[config.mk]
export PLATFORM = sky130hd
export DESIGN_NAME = serial_crc_unit
export DESIGN_NICKNAME = d
export VERILOG_FILES = /design/src/rtl/serial_crc_pkg.sv /design/src/rtl/crc_ctrl.sv /design/src/rtl/crc_datapath.sv /design/src/rtl/serial_crc_unit.sv
export SDC_FILE = /design/constraint.sdc
export NUM_CORES = 1
export LEC_CHECK = 0
export ABC_CLOCK_PERIOD_IN_PS = 1900
export BUFFER_PORTS_ARGS = -buffer_cell sky130_fd_sc_hd__buf_2
export CORE_MARGIN = 4
export CORE_UTILIZATION = 35
export CTS_CLUSTER_SIZE = 10
export DETAILED_ROUTE_END_ITERATION = 6
export PLACE_DENSITY = 0.69
export SYNTH_ARGS = -nofsm -noshare
export SYNTH_HDL_FRONTEND = slang
export SYNTH_SLANG_ARGS = --single-unit
[constraint.sdc]
create_clock -name clk -period 1.9 [get_ports clk]
set_clock_uncertainty 0.15 [all_clocks]
set_input_delay 0.285 -clock clk [delete_from_list [all_inputs] [get_ports clk]]
set_output_delay 0.285 -clock clk [all_outputs]
set_load 0.05 [all_outputs]
[src/rtl/serial_crc_pkg.sv]
package serial_crc_pkg;
  typedef struct packed {
    logic load;
    logic advance;
    logic shift;
  } crc_strobe_t;
endpackage

[src/rtl/crc_ctrl.sv]
module crc_ctrl
  import serial_crc_pkg::*;
#(
  parameter int CRC_W = 16
) (
  input  logic        clk,
  input  logic        rstN,
  input  logic        chanReset,
  input  logic        cfgLoad,
  input  logic        cfgPresetOnes,
  input  logic        asyncMode,
  input  logic        frameStart,
  input  logic        bitValid,
  input  logic        sendCrc,
  output crc_strobe_t strobe,
  output logic        presetSel,
  output logic        txActive,
  output logic        txDone
);
  localparam int CNT_W = $clog2(CRC_W);
  localparam logic [CNT_W-1:0] LAST_BIT = CNT_W'(CRC_W - 1);

  logic live;
  logic [CNT_W-1:0] bitCnt;

  assign live = !asyncMode;

  always_comb begin
    strobe.load    = live && frameStart;
    strobe.shift   = live && !frameStart && txActive && bitValid;
    strobe.advance = live && !frameStart && !txActive && bitValid;
  end

  always_ff @(posedge clk) begin
    if (!rstN || chanReset) presetSel <= 1'b0;
    else if (cfgLoad)       presetSel <= cfgPresetOnes;
  end

  always_ff @(posedge clk) begin
    if (!rstN) begin
      txActive <= 1'b0;
      txDone   <= 1'b0;
      bitCnt   <= '0;
    end else begin
      txDone <= 1'b0;
      if (chanReset || strobe.load) begin
        txActive <= 1'b0;
        bitCnt   <= '0;
      end else if (strobe.shift) begin
        if (bitCnt == LAST_BIT) begin
          txActive <= 1'b0;
          txDone   <= 1'b1;
          bitCnt   <= '0;
        end else begin
          bitCnt <= bitCnt + 1'b1;
        end
      end else if (live && sendCrc && !txActive) begin
        txActive <= 1'b1;
        bitCnt   <= '0;
      end
    end
  end
endmodule

[src/rtl/crc_datapath.sv]
module crc_datapath
  import serial_crc_pkg::*;
#(
  parameter int               CRC_W   = 16,
  parameter logic [CRC_W-1:0] POLY_A  = 16'h1021,
  parameter logic [CRC_W-1:0] POLY_B  = 16'h8005,
  parameter logic [CRC_W-1:0] RESIDUE = 16'h1D0F
) (
  input  logic             clk,
  input  logic             rstN,
  input  crc_strobe_t      strobe,
  input  logic             presetSel,
  input  logic             polySel,
  input  logic             sdlcMode,
  input  logic             txActive,
  input  logic             dataBit,
  output logic [CRC_W-1:0] crcReg,
  output logic             txBit,
  output logic             rxCrcOk
);
  logic [CRC_W-1:0] poly;
  logic             feedback;
  logic [CRC_W-1:0] stepped;

  assign poly     = polySel ? POLY_B : POLY_A;
  assign feedback = crcReg[CRC_W-1] ^ dataBit;
  assign stepped  = {crcReg[CRC_W-2:0], 1'b0} ^ (feedback ? poly : '0);

  always_ff @(posedge clk) begin
    if (!rstN)               crcReg <= '0;
    else if (strobe.load)    crcReg <= {CRC_W{presetSel}};
    else if (strobe.shift)   crcReg <= {crcReg[CRC_W-2:0], 1'b0};
    else if (strobe.advance) crcReg <= stepped;
  end

  assign txBit   = txActive && (crcReg[CRC_W-1] ^ sdlcMode);
  assign rxCrcOk = sdlcMode ? (crcReg == RESIDUE) : (crcReg == '0);
endmodule

[src/rtl/serial_crc_unit.sv]
module serial_crc_unit
  import serial_crc_pkg::*;
#(
  parameter int               CRC_W   = 16,
  parameter logic [CRC_W-1:0] POLY_A  = 16'h1021,
  parameter logic [CRC_W-1:0] POLY_B  = 16'h8005,
  parameter logic [CRC_W-1:0] RESIDUE = 16'h1D0F
) (
  input  logic             clk,
  input  logic             rstN,
  input  logic             chanReset,
  input  logic             cfgLoad,
  input  logic             cfgPresetOnes,
  input  logic             polySel,
  input  logic             sdlcMode,
  input  logic             asyncMode,
  input  logic             frameStart,
  input  logic             bitValid,
  input  logic             dataBit,
  input  logic             sendCrc,
  output logic [CRC_W-1:0] crcValue,
  output logic             txBit,
  output logic             txActive,
  output logic             txDone,
  output logic             rxCrcOk
);
  crc_strobe_t strobe;
  logic        presetSel;

  crc_ctrl #(.CRC_W(CRC_W)) u_ctrl (
    .clk(clk), .rstN(rstN), .chanReset(chanReset), .cfgLoad(cfgLoad),
    .cfgPresetOnes(cfgPresetOnes), .asyncMode(asyncMode),
    .frameStart(frameStart), .bitValid(bitValid), .sendCrc(sendCrc),
    .strobe(strobe), .presetSel(presetSel), .txActive(txActive),
    .txDone(txDone)
  );

  crc_datapath #(
    .CRC_W(CRC_W), .POLY_A(POLY_A), .POLY_B(POLY_B), .RESIDUE(RESIDUE)
  ) u_dp (
    .clk(clk), .rstN(rstN), .strobe(strobe), .presetSel(presetSel),
    .polySel(polySel), .sdlcMode(sdlcMode), .txActive(txActive),
    .dataBit(dataBit), .crcReg(crcValue), .txBit(txBit), .rxCrcOk(rxCrcOk)
  );
endmodule

* After elaboration in Yosys (flattened, before gate mapping)
Cells that the tools add are included.
** Word-level totals
- Input port bits :: 12
- Logic and storage cells :: 48
- Output and inout port bits :: 20
- Register bits after elaboration :: 23
** Operators by class
- Muxes and demuxes :: 13
- Equality and inequality tests :: 3
- Add/subtract/negate cells :: 1
- Reduce and logical (&&, ||, !) cells :: 21
- Bitwise logic cells :: 5
** Operators by type and width (number)
- $mux W16 :: 5
- $eq A16 B13 Y1 const B :: 1
- $logic_not A16 Y1 :: 1
- $xor A16 B16 Y16 :: 1
- $mux W4 :: 3
- $logic_and A1 B1 Y1 :: 9
- $mux W1 :: 5
- $add A4 B1 Y4 const B :: 1
- $eq A4 B4 Y1 const B :: 1
- $logic_not A1 Y1 :: 4
- $reduce_bool A3 Y1 :: 1
- $reduce_or A3 Y1 :: 1
- $logic_or A1 B1 Y1 :: 2
- $ne A2 B1 Y1 const B :: 1
- $not A1 Y1 :: 2
- $reduce_and A2 Y1 :: 1
- $reduce_bool A2 Y1 :: 1
- $reduce_or A2 Y1 :: 1
- $xor A1 B1 Y1 :: 2

* Depth between registers and ports, before layout
Gate-level depths: netlist of the first run.
- Word-level depth :: 7
- Mapped depth :: 5
- Depth with buffers taken out :: 4

* Hierarchy
From an unflattened synthesis of the first run, not the netlist that was laid out.
** Second synthesis, totals
- Cell total of the unflattened synthesis :: 137
- Area total of the unflattened synthesis :: 1199.9 um^2
** By module, submodules not included
- crc_datapath :: cells each 95, instances 1, area each 822.0 um^2, sequential area each 320.3 um^2
- crc_ctrl :: cells each 42, instances 1, area each 377.9 um^2, sequential area each 140.1 um^2

* Least setup slack after synthesis of the first run
No wires, ideal clock.
- Path kind :: reg-to-output
- From :: reg u_dp.crcReg[11]
- To :: out rxCrcOk
- Path slack :: -465 ps
- Data required time :: 1465 ps
- Data arrival time :: 1930 ps
- Stages on the path, launching flop included :: 4
- Path buffers :: 0
- Cells stage by stage :: dfxtp_1 > nand4b_1 > or3_1 > a21oi_1
** Between the ends
- Cells in the longest elaborated chain, start to end :: 2
- Elaborated cells between the ends (all ways) :: 3
- Classes of those cells :: eq/ne (1); mux (1); reduce/logical (1)
** Ends and longest elaborated chain
- from (decl) :: line crc_datapath.sv:17 : output logic [CRC_W-1:0] crcReg,
- from (signal assigned) :: line crc_datapath.sv:31 : else if (strobe.load) crcReg <= {CRC_W{presetSel}};
- from (signal assigned) :: line crc_datapath.sv:32 : else if (strobe.shift) crcReg <= {crcReg[CRC_W-2:0], 1'b0};
- from (signal assigned) :: line crc_datapath.sv:33 : else if (strobe.advance) crcReg <= stepped;
- $eq A16 B13 Y1 or $logic_not A16 Y1 (tied branches) :: line crc_datapath.sv:37 : assign rxCrcOk = sdlcMode ? (crcReg == RESIDUE) : (crcReg == '0);
- $mux W1 * :: line crc_datapath.sv:37
- to (decl) :: line serial_crc_unit.sv:25 : output logic rxCrcOk
Mark *: on every way between the ends. The rest lies on a longest branch, timed or not.

* Final worst setup path of the first run
- From :: reg u_dp.crcReg[10]
- To :: out rxCrcOk
The elaborated chain is that of the path after synthesis.

==> results.toml, run 1 <==
[power]
power_frac_comb = 0.251
swShare = 0.350
p_per_area_nw_per_um2 = 729
power.leakage_uw = 0.000579
finalPower_uw = 1030
sequentialPowerShare = 0.526
irDropWorstVdd_mv = 0.360
clock_power_share = 0.223
power.switching_uw = 360
intPower_uw = 669

[clock_network]
h-tree-depth = 1
clkTransAtPathRegs_ns = 0.13
cts_tree = "built"
cts.sinks = 23
clock_latency_ns = 0.31
numCtsBuffers = 3
cts_hold_repair.buffers = 0
clockBufferDepth = 2
clk_root_buffer_cell = "clkbuf_4"

[global_route]
grt_pass1_wl_um = 4950
grt-ovfl-total = 0
grt_pass1_vias = 1086
grt_usage = 0.148
grt_max_degree = 17
antenna_found_initial = 0

[route]
vias = 1126
viasPerCell = 5.34
wl_per_cell_um = 13.8
wirelength_um = 2910
first_iter_violations = 86
antenna_left = 0
drc = 0
first_pass_iters = 4

[yosys]
async_flop_share = 0
synth_nets = 146
synth-edff-count = 0
synth_commonest_cells = "dfxtp_1 (23), a21oi_1 (17), nand2_1 (17), o21ai_0 (12), nand3_1 (5)"
yosysTopAreaCell = "dfxtp_1"
yosys_most_used_dff = "dfxtp_1"
syn_inst = 133
yosysUniqueCellTypes = 38
synth-seq-cells = 23
yosysMostFrequentCell = "dfxtp_1"
ys_warn_count = 0
synthTopCellsByArea = "dfxtp_1 (41%), a21oi_1 (7.6%), nand2_1 (5.7%)"
syn_area_sq_um = 1120
syn_avg_cell_area_sq_um = 8.39
synth_top_area_frac = 0.413
ys_seq_area_frac = 0.413

[run_status]
violations = "negative setup slack"
status = "finished with violations"

[final_layout]
syn_to_final_growth_pct = 26.5
drive_gt1_frac = 0.347
register_area_sq_um = 478
final_util = 0.462
fill_cells = 327
multi_input_area_sq_um = 622
diodes = 0
finalNetCount = 181

[timing]
setup_ws_ns = -0.0624
rsz0062_at_grt = "true"
min_period_ns = 1.96
worstMarginPinSlew_ns = 0.605
clock.fmax_mhz = 510
maxSlewViolCount = 0
hold_viol = 0
slew_headroom = 0.594
setup_viol = 1
period_share = 1.03

[floorplanning]
row_count = 20
start_util = 0.366
die_area_sq_um = 4160
core_sq_um = 3050
die_x_um = 64.5
die_h_um = 64.5
pin_count = 32

[worst_hold_path]
whs_path_depth = 3
hp-class = "input port to register"

[job]
drv_cap = 0

[worst_setup_path]
critPathLaunchType = "register"
cp-end-kind = "output pin"
r2r_cells = 4
worstSetupPathType = "register to output pin"
critical_path.max_fanout = 5
cp.arrival_ns = 1.53
required_ns = 1.46

[place]
dpl.hpwl_um = 2140
port_buffers = 31
place_congestion = 0.787
## power by group through the flow
| stage | sequential [uW] | clock, uW | combinational [uW] |
|---|---|---|---|
| finish | 541 | 229 | 259 |
| floorplan | 632 | 0 | 97.8 |
| CTS | 541 | 240 | 258 |
| global route | 546 | 259 | 280 |
| detailed placement | 553 | 0 | 251 |
| global placement | 551 | 0 | 248 |
## metal layers
| metal | up-vias | part of all wire | track usage |
|---|---|---|---|
| li1 | 563 | - | - |
| met1 | 527 | 0.43 | 0.181 |
| met2 | 32 | 0.50 | 0.256 |
| met3 | 4 | 0.056 | 0.0468 |
| met4 | 0 | 0.0055 | 0.0237 |
| met5 | - | 0 | 0 |
## through the flow
step | setup WS, ns | setup TNS [ns] | hold slack (ns) | area [sq um] | instances
4_1_cts | -0.0743 | -0.0743 | 0.0681 | 1400 | 211
3_3_place_gp | 0.219 | 0 | 0.312 | 1340 | 205
2_1_floorplan | 0.00986 | 0 | 0.265 | 1140 | 133
6_report | -0.0624 | -0.0624 | 0.0713 | 1410 | 211
3_5_place_dp | 0.150 | 0 | 0.329 | 1340 | 205
5_1_grt | -0.131 | -0.131 | 0.0733 | 1410 | 211
## layout make-up
type	count	share of cell area
clock buffer	3	0.0160
timing repair buffer	38	0.152
multi-input combinational	98	0.441
sequential	23	0.339
inverter	4	0.0106
tap	44	0.0390
clock inverter	1	0.00355
## cells in the final DEF, fill, tap and decap left out, types with 3 or more instances in the layout
master | Yosys | routed
a21oi_1 | 17 | 16
or4_1 | 4 | 4
o31ai_1 | 4 | 4
a31oi_1 | 4 | 4
buf_4 | 0 | 7
o221ai_1 | 4 | 4
o21ai_0 | 12 | 12
inv_1 | 4 | 4
nand3_1 | 5 | 5
nand2_1 | 17 | 17
dfxtp_1 | 23 | 13
clkbuf_4 | 0 | 3
buf_2 | 3 | 30
nor2b_1 | 3 | 3
dfxtp_2 | 0 | 8
## registers in the layout, indices dropped and copies added (netlist names)
name	count
u_ctrl.bitCnt	4
u_ctrl.presetSel	1
u_ctrl.txActive	1
u_ctrl.txDone	1
u_dp.crcReg	16
## critical path: stages (launching register included)
cell and delay, ns:
dfxtp_2 0.39, nand4b_1 0.13, or3_4 0.39, a21oi_4 0.13, buf_6 0.17
## kinds of logic (layout without fill, tap and decap cells)
group,Yosys count,after routing,synth area share
multiplexers,2,2,0.0179
AND/OR/NAND/NOR,45,45,0.231
buffers and inverters,12,46,0.0504
AO/OA/AOI/OAI,48,48,0.261
XOR/XNOR,2,2,0.0157
adder cells (fa/ha/maj),1,1,0.0112
flip-flops,23,23,0.413
## what timing repair did
action	in CTS	in global routing
setup endpoints to repair	1	2
buffers inserted	2	0
resized for setup	4	4
pin swaps	0	1
## final timing paths
path                                                    from                             to  slack [ns]
worst max-delay path            u_dp.crcReg[10]$_SDFFE_PN0P_                        rxCrcOk       -0.06
worst min-delay path                           cfgPresetOnes  u_ctrl.presetSel$_SDFFE_PP0P_        0.07
worst max register to register  u_ctrl.txActive$_SDFFE_PP0P_   u_dp.crcReg[12]$_SDFFE_PN0P_        0.33
worst min register to register   u_dp.crcReg[0]$_SDFFE_PN0P_    u_dp.crcReg[1]$_SDFFE_PN0P_        0.34
(Power assumes the default switching activity.)
==> run 2: changes to the inputs <==
--- a/config.mk
+++ b/config.mk
@@ -11,7 +11,7 @@
 export CORE_UTILIZATION = 35
 export CTS_CLUSTER_SIZE = 10
 export DETAILED_ROUTE_END_ITERATION = 6
-export PLACE_DENSITY = 0.69
+export PLACE_DENSITY = 0.6
 export SYNTH_ARGS = -nofsm -noshare
 export SYNTH_HDL_FRONTEND = slang
 export SYNTH_SLANG_ARGS = --single-unit
==> run 2 against run 1 <==
The flow still finishes with violations (negative setup slack). Flip-flop and latch count is the same. Register-to-register slack is essentially flat. Critical path depth is the same. Clock power is essentially flat. Hold slack gained 0.017 ns. Final area grew 0.44%. Core utilization grew 0.20 points. Sequential share of layout area shrank 0.33 points. Count of clock-buffer cells in the layout is the same. First-iteration DRC count grew 45%. Final cell count grew 0.95%. Wire length is essentially flat. Largest cell class unchanged. Highest routed layer unchanged.
==> results.toml, run 2 (synthesis gave the netlist of run 1 again) <==
[power]
swShare = 0.349
power_frac_comb = 0.251
p_per_area_nw_per_um2 = 725
intPower_uw = 670
clock_power_share = 0.223
power.leakage_uw = 0.000588
sequentialPowerShare = 0.526
irDropWorstVdd_mv = 0.380
power.switching_uw = 359

[floorplanning]
die_h_um = 64.5
core_sq_um = 3050
pin_count = 32
row_count = 20
start_util = 0.366
die_x_um = 64.5
die_area_sq_um = 4160

[final_layout]
instances_no_fill = 213
final_area_sq_um = 1420
syn_to_final_growth_pct = 27.0
final_cell_mix = "buf_2 (30), nand2_1 (17), a21oi_1 (16)"
fill_cells = 319
register_area_sq_um = 475
largest_reg_flops = 16
regMostFlops = "u_dp.crcReg"
reg.largest.list = "u_dp.crcReg: 16 flops, u_ctrl.bitCnt: 4 flops"
mostFrequentLayoutCell = "buf_2"
drive_gt1_frac = 0.349
multi_input_area_sq_um = 616
diodes = 0
finalNetCount = 183

[worst_setup_path]
cp-endpoint = "rxCrcOk"
required_ns = 1.46
worstSetupStartpoint = "u_dp.crcReg[13]$_SDFFE_PN0P_"
reg2reg_slack_ns = 0.33
rr_startpoint = "u_ctrl.txActive$_SDFFE_PP0P_"
worstSetupPathType = "register to output pin"
critPathLaunchType = "register"
r2r_end = "u_dp.crcReg[5]$_SDFFE_PN0P_"
r2r_cells = 4
cp-end-kind = "output pin"
critical_path.max_fanout = 2
cp.arrival_ns = 1.55

[route]
drc = 0
wirelength_um = 2910
first_iter_violations = 125
viasPerCell = 5.41
antenna_left = 0
first_pass_iters = 4
wl_per_cell_um = 13.6
vias = 1153

[timing]
maxSlewViolCount = 0
rsz0062_at_grt = "true"
setup_tns_ns = -0.0816
min_period_ns = 1.98
setup_viol = 1
clock.fmax_mhz = 505
worstMarginPinSlew_ns = 0.572
slew_headroom = 0.616
period_share = 1.04
setup_ws_ns = -0.0816
hold_viol = 0

[clock_network]
numCtsBuffers = 3
clkTransAtPathRegs_ns = 0.13
cts_hold_repair.buffers = 0
cts.sinks = 23
clockBufferDepth = 2
cts_tree = "built"
h-tree-depth = 1
clock_latency_ns = 0.31
clk_root_buffer_cell = "clkbuf_4"

[place]
place_congestion = 0.810
dpl.hpwl_um = 2040
port_buffers = 31
dp_slack_ns = 0.184
postPlaceCellArea_sq_um = 1360
placed_cells = 207

[global_route]
grt_max_degree = 17
grt_pass1_vias = 1144
use_met3 = 0.0537
gr-max-usage-layer = "met2"
grt_pass1_wl_um = 5200
grt-ovfl-total = 0
antenna_found_initial = 0
grt_usage = 0.154
use_met2 = 0.250
grt_use_met1 = 0.199

[worst_hold_path]
hp-class = "input port to register"

[run_status]
violations = "negative setup slack"
status = "finished with violations"

[job]
drv_cap = 0
[run 2: cell types whose count changed in the layout (fill, tap and decap cells not counted)]
cell	change
nor4_2	-1
nor4_1	+1
dfxtp_4	-1
buf_4	+2
dfxtp_2	+1
[run 2: worst max-delay path: stages (launching register included)]
cell      delay [ns]
dfxtp_2         0.34
nand4b_1        0.19
or3_4           0.40
a21oi_4         0.13
buf_6           0.17
[run 2: what timing repair did]
| action | CTS | global route |
|---|---|---|
| setup endpoints to repair | 1 | 2 |
| cloned | 0 | 0 |
| buffers inserted | 2 | 0 |
| gates resized for setup | 5 | 1 |
[run 2: worst min-delay path by stage]
stage	start	endpoint	depth (start not counted)	slack, ns
CTS	cfgPresetOnes	u_ctrl.presetSel$_SDFFE_PP0P_	3	0.09
finish	cfgPresetOnes	u_ctrl.presetSel$_SDFFE_PP0P_	3	0.09
global route	cfgPresetOnes	u_ctrl.presetSel$_SDFFE_PP0P_	3	0.09
floorplan	rstN	u_dp.crcReg[12]$_SDFFE_PN0P_	2	0.27
global placement	u_dp.crcReg[7]$_SDFFE_PN0P_	u_dp.crcReg[8]$_SDFFE_PN0P_	2	0.31
detailed placement	u_dp.crcReg[10]$_SDFFE_PN0P_	u_dp.crcReg[11]$_SDFFE_PN0P_	2	0.32
[run 2: cell type report]
| type | count | share of cell area |
|---|---|---|
| Multi-Input combinational cell | 98 | 0.434 |
| Sequential cell | 23 | 0.335 |
| Timing Repair Buffer | 40 | 0.162 |
| Tap cell | 44 | 0.0388 |
| Clock buffer | 3 | 0.0159 |
| Inverter | 4 | 0.0106 |
| Clock inverter | 1 | 0.00353 |
[run 2: power by group through the flow]
stage	clock, uW	sequential [uW]	combinational [uW]
final	229	541	258
after global routing	263	547	280
after CTS	240	541	259
after detailed placement	0	553	252
after global placement	0	551	250
after floorplan	0	632	97.8
[run 2: routing by layer]
| metal | up-vias | part of all wire |
|---|---|---|
| met5 | - | 0 |
| met4 | 0 | 0.0086 |
| met3 | 4 | 0.068 |
| met2 | 35 | 0.46 |
| met1 | 542 | 0.46 |
| li1 | 572 | - |
[run 2: through the flow]
stage           util  hold WS (ns)  power [uW]
6_report       0.464        0.0882        1030
5_1_grt        0.464        0.0937        1090
4_1_cts        0.464        0.0861        1040
3_5_place_dp   0.445         0.323         805
3_3_place_gp   0.445         0.313         801
2_1_floorplan      -         0.265         730
